===== config.mk =====
export PLATFORM = sky130hd
export DESIGN_NAME = rtc_irq_unit
export DESIGN_NICKNAME = d
export VERILOG_FILES = /design/src/rtl/rtc_irq_pkg.sv /design/src/rtl/rtc_irq_flag.sv /design/src/rtl/rtc_timer_arm.sv /design/src/rtl/rtc_prescaler.sv /design/src/rtl/rtc_seconds_match.sv /design/src/rtl/rtc_irq_unit.sv
export SDC_FILE = /design/constraint.sdc
export NUM_CORES = 1
export LEC_CHECK = 0
export ABC_AREA = 1
export BUFFER_PORTS_ARGS = -buffer_cell sky130_fd_sc_hd__buf_4
export CORE_ASPECT_RATIO = 1.2
export CORE_UTILIZATION = 45
export DETAILED_ROUTE_END_ITERATION = 7
export HOLD_SLACK_MARGIN = 0.08
export PLACE_DENSITY = 0.66
export SYNTH_ARGS = -nofsm -noshare
export SYNTH_HDL_FRONTEND = slang
export SYNTH_SLANG_ARGS = --single-unit

===== constraint.sdc =====
create_clock -name clk -period 1.55 [get_ports clk]
set_clock_uncertainty 0.2 [all_clocks]
set_input_delay 0.31 -clock clk [delete_from_list [all_inputs] [get_ports clk]]
set_output_delay 0.31 -clock clk [all_outputs]
set_load 0.05 [all_outputs]

===== src/rtl/rtc_irq_pkg.sv =====
// Shared definitions for the RTC tick and timer interrupt unit:
// write-port address codes and status-word bit positions.
package rtc_irq_pkg;

    typedef enum logic [2:0] {
        REG_TIME     = 3'd0,
        REG_MATCH    = 3'd1,
        REG_ACK_T1   = 3'd2,
        REG_ACK_T2   = 3'd3,
        REG_ACK_RTC  = 3'd4,
        REG_ACK_TICK = 3'd5
    } reg_addr_e;

    localparam int NUM_TIMERS = 2;
    localparam int FLAG_RTC   = 2;
    localparam int FLAG_TICK  = 3;
    localparam int NUM_FLAGS  = 4;

endpackage


===== src/rtl/rtc_irq_flag.sv =====
// Latched interrupt flag.
// A set event wins over an acknowledge in the same cycle.
// hold_off forces the flag low and blocks setting.
// Assumes all inputs are single-cycle enables in the clk domain.
module rtc_irq_flag (
    input  logic clk,
    input  logic rst_n,
    input  logic set_ev,
    input  logic ack,
    input  logic hold_off,
    output logic flag
);

    logic flag_q;

    // Flag register: set is sticky, ack clears, hold_off overrides both
    always_ff @(posedge clk) begin
        if (!rst_n)        flag_q <= 1'b0;
        else if (hold_off) flag_q <= 1'b0;
        else if (set_ev)   flag_q <= 1'b1;
        else if (ack)      flag_q <= 1'b0;
    end

    assign flag = flag_q;

endmodule


===== src/rtl/rtc_timer_arm.sv =====
// Arms a timer underflow flag.
// An underflow pulse records a pending event. The flag is set by the
// first timer-clock falling enable in a later cycle; an enable in the
// same cycle as the underflow is not counted.
// Assumes uflow and clk_fall are single-cycle enables in the clk domain.
module rtc_timer_arm (
    input  logic clk,
    input  logic rst_n,
    input  logic uflow,
    input  logic clk_fall,
    input  logic ack,
    output logic flag
);

    logic pend_q;
    logic fire;

    // Pending register: a new underflow re-arms, a falling edge consumes
    always_ff @(posedge clk) begin
        if (!rst_n)        pend_q <= 1'b0;
        else if (uflow)    pend_q <= 1'b1;
        else if (clk_fall) pend_q <= 1'b0;
    end

    // A falling edge while armed raises the flag
    assign fire = pend_q & clk_fall;

    rtc_irq_flag u_flag (
        .clk      (clk),
        .rst_n    (rst_n),
        .set_ev   (fire),
        .ack      (ack),
        .hold_off (1'b0),
        .flag     (flag)
    );

endmodule


===== src/rtl/rtc_prescaler.sv =====
// Binary prescaler of STAGES ripple-equivalent stages, stepped by osc_en.
// It emits registered one-cycle pulses when the last stage rises
// (sec_tick) and when stage FAST_STAGE rises (fast_tick).
// clr resets all stages and suppresses the pulses of that cycle.
// Assumes osc_en is a single-cycle enable in the clk domain.
module rtc_prescaler #(
    parameter int STAGES     = 15,
    parameter int FAST_STAGE = 9
) (
    input  logic clk,
    input  logic rst_n,
    input  logic osc_en,
    input  logic clr,
    output logic sec_tick,
    output logic fast_tick
);

    localparam int SEC_BIT  = STAGES - 1;
    localparam int FAST_BIT = FAST_STAGE - 1;

    logic [STAGES-1:0] cnt_q;
    logic [STAGES-1:0] cnt_inc;
    logic [STAGES-1:0] stage_rise;
    logic              sec_q;
    logic              fast_q;

    assign cnt_inc = cnt_q + 1'b1;

    // Rising detection for every stage output on the next step
    for (genvar g = 0; g < STAGES; g++) begin : g_rise
        assign stage_rise[g] = osc_en & ~clr & cnt_inc[g] & ~cnt_q[g];
    end

    // Stage counter: cleared on time load, stepped per oscillator enable
    always_ff @(posedge clk) begin
        if (!rst_n)      cnt_q <= '0;
        else if (clr)    cnt_q <= '0;
        else if (osc_en) cnt_q <= cnt_inc;
    end

    // Edge pulse registers for the two tapped stages
    always_ff @(posedge clk) begin
        if (!rst_n) begin
            sec_q  <= 1'b0;
            fast_q <= 1'b0;
        end else begin
            sec_q  <= stage_rise[SEC_BIT];
            fast_q <= stage_rise[FAST_BIT];
        end
    end

    assign sec_tick  = sec_q;
    assign fast_tick = fast_q;

endmodule


===== src/rtl/rtc_seconds_match.sv =====
// Seconds counter with a compare register.
// On each sec_tick the counter advances by one, wrapping at its width.
// match_hit pulses on a sec_tick whose pre-increment count equals the
// compare register, so a match is reported one second after it began.
// A time load has priority over a coincident tick.
module rtc_seconds_match #(
    parameter int WIDTH = 32
) (
    input  logic             clk,
    input  logic             rst_n,
    input  logic             sec_tick,
    input  logic             time_wr,
    input  logic             match_wr,
    input  logic [WIDTH-1:0] wr_data,
    output logic [WIDTH-1:0] seconds,
    output logic             match_hit
);

    logic [WIDTH-1:0] sec_q;
    logic [WIDTH-1:0] cmp_q;

    // Seconds register: software load, else increment on tick
    always_ff @(posedge clk) begin
        if (!rst_n)        sec_q <= '0;
        else if (time_wr)  sec_q <= wr_data;
        else if (sec_tick) sec_q <= sec_q + 1'b1;
    end

    // Compare register: software load only
    always_ff @(posedge clk) begin
        if (!rst_n)        cmp_q <= '0;
        else if (match_wr) cmp_q <= wr_data;
    end

    assign match_hit = sec_tick & (sec_q == cmp_q);
    assign seconds   = sec_q;

endmodule


===== src/rtl/rtc_irq_unit.sv =====
// RTC tick and timer interrupt unit (top).
// Combines the prescaler, the seconds/match logic, two timer arming
// channels and the tick flag, and decodes the write port.
// Assumes one clock domain; all edges arrive as single-cycle enables.
module rtc_irq_unit
    import rtc_irq_pkg::*;
#(
    parameter int PRESC_STAGES = 15,
    parameter int TICK_STAGE   = 9,
    parameter int SEC_W        = 32
) (
    input  logic                  clk,
    input  logic                  rst_n,
    input  logic                  osc_en,
    input  logic                  standby,
    input  logic [NUM_TIMERS-1:0] tmr_uflow,
    input  logic [NUM_TIMERS-1:0] tmr_clk_fall,
    input  logic                  wr_en,
    input  logic [2:0]            wr_addr,
    input  logic [SEC_W-1:0]      wr_data,
    output logic [NUM_FLAGS-1:0]  irq_status,
    output logic [SEC_W-1:0]      rtc_seconds
);

    logic       time_wr;
    logic       match_wr;
    logic       ack_rtc;
    logic       ack_tick;
    logic       sec_tick;
    logic       fast_tick;
    logic       match_hit;
    logic [NUM_TIMERS-1:0] ack_tmr;
    logic [NUM_TIMERS-1:0] tmr_flag;
    logic       rtc_flag;
    logic       tick_flag;

    // Write decode: one strobe per register or acknowledge address
    assign time_wr  = wr_en & (wr_addr == REG_TIME);
    assign match_wr = wr_en & (wr_addr == REG_MATCH);
    assign ack_rtc  = wr_en & (wr_addr == REG_ACK_RTC);
    assign ack_tick = wr_en & (wr_addr == REG_ACK_TICK);

    rtc_prescaler #(
        .STAGES     (PRESC_STAGES),
        .FAST_STAGE (TICK_STAGE)
    ) u_presc (
        .clk       (clk),
        .rst_n     (rst_n),
        .osc_en    (osc_en),
        .clr       (time_wr),
        .sec_tick  (sec_tick),
        .fast_tick (fast_tick)
    );

    rtc_seconds_match #(
        .WIDTH (SEC_W)
    ) u_secs (
        .clk       (clk),
        .rst_n     (rst_n),
        .sec_tick  (sec_tick),
        .time_wr   (time_wr),
        .match_wr  (match_wr),
        .wr_data   (wr_data),
        .seconds   (rtc_seconds),
        .match_hit (match_hit)
    );

    // One arming channel per timer; acknowledge addresses are consecutive
    for (genvar t = 0; t < NUM_TIMERS; t++) begin : g_tmr
        assign ack_tmr[t] = wr_en & (wr_addr == 3'(int'(REG_ACK_T1) + t));

        rtc_timer_arm u_arm (
            .clk      (clk),
            .rst_n    (rst_n),
            .uflow    (tmr_uflow[t]),
            .clk_fall (tmr_clk_fall[t]),
            .ack      (ack_tmr[t]),
            .flag     (tmr_flag[t])
        );
    end

    rtc_irq_flag u_rtc_flag (
        .clk      (clk),
        .rst_n    (rst_n),
        .set_ev   (match_hit),
        .ack      (ack_rtc),
        .hold_off (1'b0),
        .flag     (rtc_flag)
    );

    rtc_irq_flag u_tick_flag (
        .clk      (clk),
        .rst_n    (rst_n),
        .set_ev   (fast_tick),
        .ack      (ack_tick),
        .hold_off (standby),
        .flag     (tick_flag)
    );

    assign irq_status = {tick_flag, rtc_flag, tmr_flag};

endmodule


# Word level (Yosys, flattened, before mapping)
# Index checks and enable logic that the tools add are counted.
op_classes:
  mul: 0
  mux: 14
  addsub: 2
  shift: 0
  n_reduce_logical: 10
  bitwise: 18
  div_mod_pow: 0
  eq_ne: 6
  n_lt_le_gt_ge: 0
ops:
  columns: ["op", "n"]
  rows:
  - ["$mux 32", 2]
  - ["$add 32x1->32 const B", 1]
  - ["$eq 32x32->1", 1]
  - ["$add 15x1->15 const B", 1]
  - ["$and 1x1->1", 14]
  - ["$reduce_bool 2->1", 7]
  - ["$mux 1", 12]
  - ["$eq 3x2->1 const B", 2]
  - ["$eq 3x3->1 const B", 2]
  - ["$not 1->1", 4]
  - ["$reduce_or 2->1", 2]
  - ["$eq 3x1->1 const B", 1]
  - ["$logic_not 3->1", 1]
word_totals:
  memories: 0
  regBits: 87
  latchBits: 0
  ramBits: 0
  romBits: 0
  input_bits: 44
  out_inout_bits: 36

# Longest topological paths before layout
logic_depth:
  word_depth: 6
  ltp_mapped: 10
  mapped_depth_nobuf: 10

# Cells and area by module
# A second synthesis with hierarchy kept.
unflattened:
  hier_cells: 736
  hier_area_um2: 4797.1
by_module_without_submodules:
  columns: ["module", "area_each_um2", "cells_each", "seq_area_each_um2", "n_inst"]
  rows:
  - ["rtc_seconds_match", 3634.7, 561, 1281.2, 1]
  - ["rtc_prescaler", 784.5, 111, 340.3, 1]
  - ["rtc_irq_flag", 47.5, 7, 20.0, 4]
  - ["rtc_timer_arm", 55.1, 9, 20.0, 2]
  - ["rtc_irq_unit", 77.6, 18, 0.0, 1]

# Least setup slack after synthesis
# No wires, ideal clock.
synth_path:
  path_kind: "flip-flop to flip-flop"
  from: "reg u_secs.sec_q[0] (netlist: u_secs.seconds[0])"
  to: "reg u_secs.sec_q[20] (netlist: u_secs.seconds[20])"
  path_slack_ps: -444
  t_arrival_ps: 1662
  path_buffers: 0
  stages_incl_launch_ff: 11
  setup_time_ps: 132
  path_cell_list: "dfxtp_1 -> ha_1 -> nand2_1 -> nor2_2 -> nand2_2 -> inv_1 -> nand2_1 -> o21ai_0 -> nand2_1 -> nand2_1 -> a21oi_1"
synth_between:
  elab_chain_len: 3
synth_lines:
  columns: ["item", "line", "rtl"]
  rows:
  - ["start, declared", "rtc_seconds_match.sv:19", "logic [WIDTH-1:0] sec_q;"]
  - ["start signal, assigned", "rtc_seconds_match.sv:25", "else if (time_wr) sec_q <= wr_data;"]
  - ["start signal, assigned", "rtc_seconds_match.sv:26", "else if (sec_tick) sec_q <= sec_q + 1'b1;"]
  - ["$add 32x1->32", "rtc_seconds_match.sv:26", null]
  - ["$mux 32", "rtc_seconds_match.sv:26", null]
  - ["$mux 32", "rtc_seconds_match.sv:25", null]
# Every way passes these cells. The select of a mux whose other input is x is not followed.
# A chain may end at the register's enable or synchronous reset.

# Worst setup path in the final report
layout_path:
  from: "reg u_secs.sec_q[5] (netlist: u_secs.seconds[5])"
  to: "reg u_secs.sec_q[15] (netlist: u_secs.seconds[15])"
# Same word-level chain as after synthesis.

==> results.py <==
metrics = {
    "sta": {
        "grt_setup_unrepaired": "true",
        "post-route-worst-setup-slack_ns": -0.104,
        "setup_violations": 22,
        "maxSlewHeadroom_pct": 69.6,
        "final.setup.tns_ns": -1.11,
        "max_frequency_mhz": 605,
        "post-route-min-period_ns": 1.65,
        "worst-slew-pin-transition_ns": 0.455,
        "report.final.slew_viol_count": 0,
        "finalCritPeriodShare_pct": 107,
        "hold_viol": 0,
    },
    "placed_design": {
        "dp.cells": 1004,
        "dpl.hpwl_um": 10400,
        "port_buffers": 79,
        "pre_cts_ws_ns": -0.198,
        "finalWeightedCongestion": 0.900,
    },
    "status": {
        "violations": "setup timing",
        "outcome": "complete, but fails checks",
    },
    "synthesis": {
        "synth.area.mux_share_pct": 0,
        "synth_fa_ha_area_share_pct": 0.518,
        "synth_area_per_cell_sq_um": 6.39,
        "synth_cells": 756,
        "post_synthesis_compound_gate_area_fraction_pct": 16.4,
        "synth-xor-area-share_pct": 3.63,
        "postSynthNetCount": 802,
        "synth.distinct_cells": 37,
        "synth_top_family_by_area": "simple AND/OR/NAND/NOR gates",
        "synth_seq_cells": 87,
        "syn-cell-area_sq_mm": 0.00483,
        "post_synth_and_or_nand_nor_area_fraction_pct": 32.6,
        "yosysWarnings": 0,
        "seq_area_frac_synth_pct": 36.1,
    },
    "critical_path": {
        "worstPathArrival_ns": 1.73,
        "worst_ep_required_time_ns": 1.62,
        "critPathKind": "reg -> reg",
        "worst_setup_path_start_kind": "flip-flop",
        "critical_path_cell_sequence": "nand2_1 -> nor2_2 -> nand2_4 -> nor2_4 -> buf_6 -> xor2_1 -> a21oi_1 -> nor2_1",
        "cp_slowest_cell": "dfxtp_4",
        "rr_startpoint": "u_secs.seconds[5]$_SDFFE_PN0P_",
        "timing.critical_path.to_type": "flip-flop",
        "critical_path.max_stage_delay_ns": 0.38,
        "crit_fanout": 7,
        "cp-startpoint": "u_secs.seconds[5]$_SDFFE_PN0P_",
    },
    "cells_and_area": {
        "final_cell_count_no_fill": 1069,
        "number_of_inserted_filler_cells_in_the_final_layout": 878,
        "nNetsFinal": 981,
        "antenna_diode_count": 0,
        "drive_gt1_share_pct": 32.6,
        "area_delta_synth_final_pct": 50.1,
        "utilization_pct": 69.3,
    },
    "global_routing": {
        "grt_start_max_net_pins": 38,
        "overflow": 0,
        "grt_pass1_wl_um": 23600,
        "grt_antenna_before_repair": 0,
        "grtUsageTotal_pct": 27.5,
        "first_global_vias": 5234,
    },
    "floorplan": {
        "floorplan.die_area_sq_mm": 0.0112,
        "core_area_sq_mm": 0.0105,
        "floorplan.initialDensity_pct": 46.2,
        "die-width_um": 96.6,
        "pin_count": 80,
        "dieHeight_um": 115,
        "num_rows": 41,
    },
    "pwr": {
        "power.sequential.fraction_pct": 45.9,
        "power.share.switching_pct": 27.2,
        "static-leakage-power_nw": 3.04,
        "clockPowerShare_pct": 40.2,
        "power.ir.vdd_worst_v": 0.000467,
        "combinational_group_share_of_total_power_pct": 14.0,
        "cellInternalPower_w": 0.00370,
        "net-switching-power_w": 0.00138,
        "power_density_mw_per_mm2": 701,
    },
    "clocking": {
        "h-tree-depth": 3,
        "clk_root_buffer_cell": "clkbuf_16",
        "cts_tree": "yes",
        "clock_edge_transition_at_the_registers_on_the_reported_setup_and_hold_paths_ns": 0.07,
        "cts-root-to-sink-buffers": 2,
        "cts_made_buffers": 9,
        "cts.sinks": 87,
        "clk-insertion-delay-late_ns": 0.34,
    },
    "detailed_routing": {
        "detail_route.vias_per_cell": 5.08,
        "drcViolationCount": 0,
        "routed_wirelength_um": 15200,
        "post_drt_wl_per_cell_um": 14.2,
        "vias": 5427,
        "drt_pass1_iterations": 5,
        "initialDrtViolationCount": 250,
        "route.antenna.remaining_nets": 0,
    },
    "worst_hold_path": {
        "holdCritStartpoint": "wr_data[9]",
        "min_delay_path_class": "in -> reg",
    },
    "run": {
        "drv_cap": 0,
    },
}
==> flip-flops by register name, indices dropped and copies added (netlist names) <==
name                     cells
u_tick_flag.flag             1
u_secs.seconds              32
u_rtc_flag.flag              1
u_presc.cnt_q               15
g_tmr.u_arm.pend_q           2
u_secs.cmp_q                32
u_presc.sec_tick             1
g_tmr.u_arm.u_flag.flag      2
u_presc.fast_tick            1
==> worst paths after layout <==
path / endpoint / slack (ns) / cells past startpoint
worst max-delay path: u_secs.seconds[15]$_SDFFE_PN0P_ / -0.10 / 8
worst max register to register: u_secs.seconds[15]$_SDFFE_PN0P_ / -0.10 / 8
worst min register to register: u_secs.cmp_q[28]$_SDFFE_PN0P_ / 0.27 / 2
worst min-delay path: u_secs.cmp_q[9]$_SDFFE_PN0P_ / 0.1 / 3
==> cell usage after synthesis, drive strengths merged <==
library cell  number  share of area (%)
o21bai             1               0.16
nor3b              1               0.16
nand4              5               0.65
a31oi              6               0.78
a21oi             58                6.0
ha                 2               0.52
nand3             42                4.5
clkbuf            11               0.88
nand3b             1               0.16
xnor2              9                1.6
or2                2               0.26
clkinv             1              0.078
nor2             122                 11
o31ai              2               0.31
xor2              11                2.0
o22ai              3               0.39
buf               18                2.5
o211ai             1               0.16
a22o               3               0.54
and3               2               0.29
dfxtp             87                 36
nor3               6               0.62
nand2            190                 15
inv               94                7.3
o21ai             78                8.1
==> logic make-up after synthesis <==
family,Yosys count
xor gates and xnor gates,20
DFF,87
buffers and inverters,124
adders and majority gates,2
and+or+nand+nor,371
AOI/OAI and AO/OA,152
==> routing by layer <==
metal,vias up,part of all wire [%],GRT usage [%],wire length (um)
met1,2497,40,31.4,6160
met3,34,4.4,4.92,662
li1,2766,-,-,-
met4,0,3.0,12.0,451
met2,130,52,49.4,7950
met5,-,0,0,0
==> what timing repair did <==
item,4_1_cts,5_1_grt
gates resized for setup,36,93
pin swaps,21,31
hold endpoints to repair,45,0
hold buffers,39,0
setup buffers,4,8
gates cloned,0,0
endpoints found under the setup margin,32,45
==> critical path: cells and delay by family, from the launching register on <==
family	cells	cell delay (ns)
compound gates	1	0.08
simple gates	5	0.66
buf+inv	1	0.13
flops	1	0.38
xor+xnor	1	0.13
==> layout make-up <==
type / count / area (sq um) / share of cell area, %
Tap cell: 129 / 161 / 2.23
Inverter: 95 / 359 / 4.95
Clock buffer: 9 / 225 / 3.11
Timing Repair Buffer: 197 / 1750 / 24.1
Sequential cell: 87 / 1830 / 25.2
Clock inverter: 7 / 45.0 / 0.621
Multi-Input combinational cell: 545 / 2880 / 39.8
==> layout by cell type (no fill, tap or decap), drive strengths merged, types with 9 or more instances in the layout <==
master,count
nand2,190
buf,158
nor2,122
inv,98
dfxtp,87
o21ai,78
a21oi,58
nand3,42
dlygate4sd3,38
xor2,11
xnor2,9
clkbuf,9
==> power by group through the flow <==
stage | Sequential [W] | Combinational (W) | Clock [W]
finish | 0.00233 | 0.000711 | 0.00204
global placement | 0.00237 | 0.000583 | 0
floorplan | 0.00243 | 0.000269 | 0
global route | 0.00234 | 0.000772 | 0.00216
detailed placement | 0.00237 | 0.000593 | 0
CTS | 0.00232 | 0.000683 | 0.00207
==> metrics by stage <==
step	cell area, sq um	hold slack [ns]	total power [W]
3_5_place_dp	6100	0.258	0.00297
4_1_cts	6900	0.0770	0.00508
5_1_grt	7250	0.102	0.00527
6_report	7250	0.0961	0.00508
2_1_floorplan	4960	0.187	0.00270
3_3_place_gp	6100	0.251	0.00295
No activity file was read; power rests on OpenSTA's default activity.
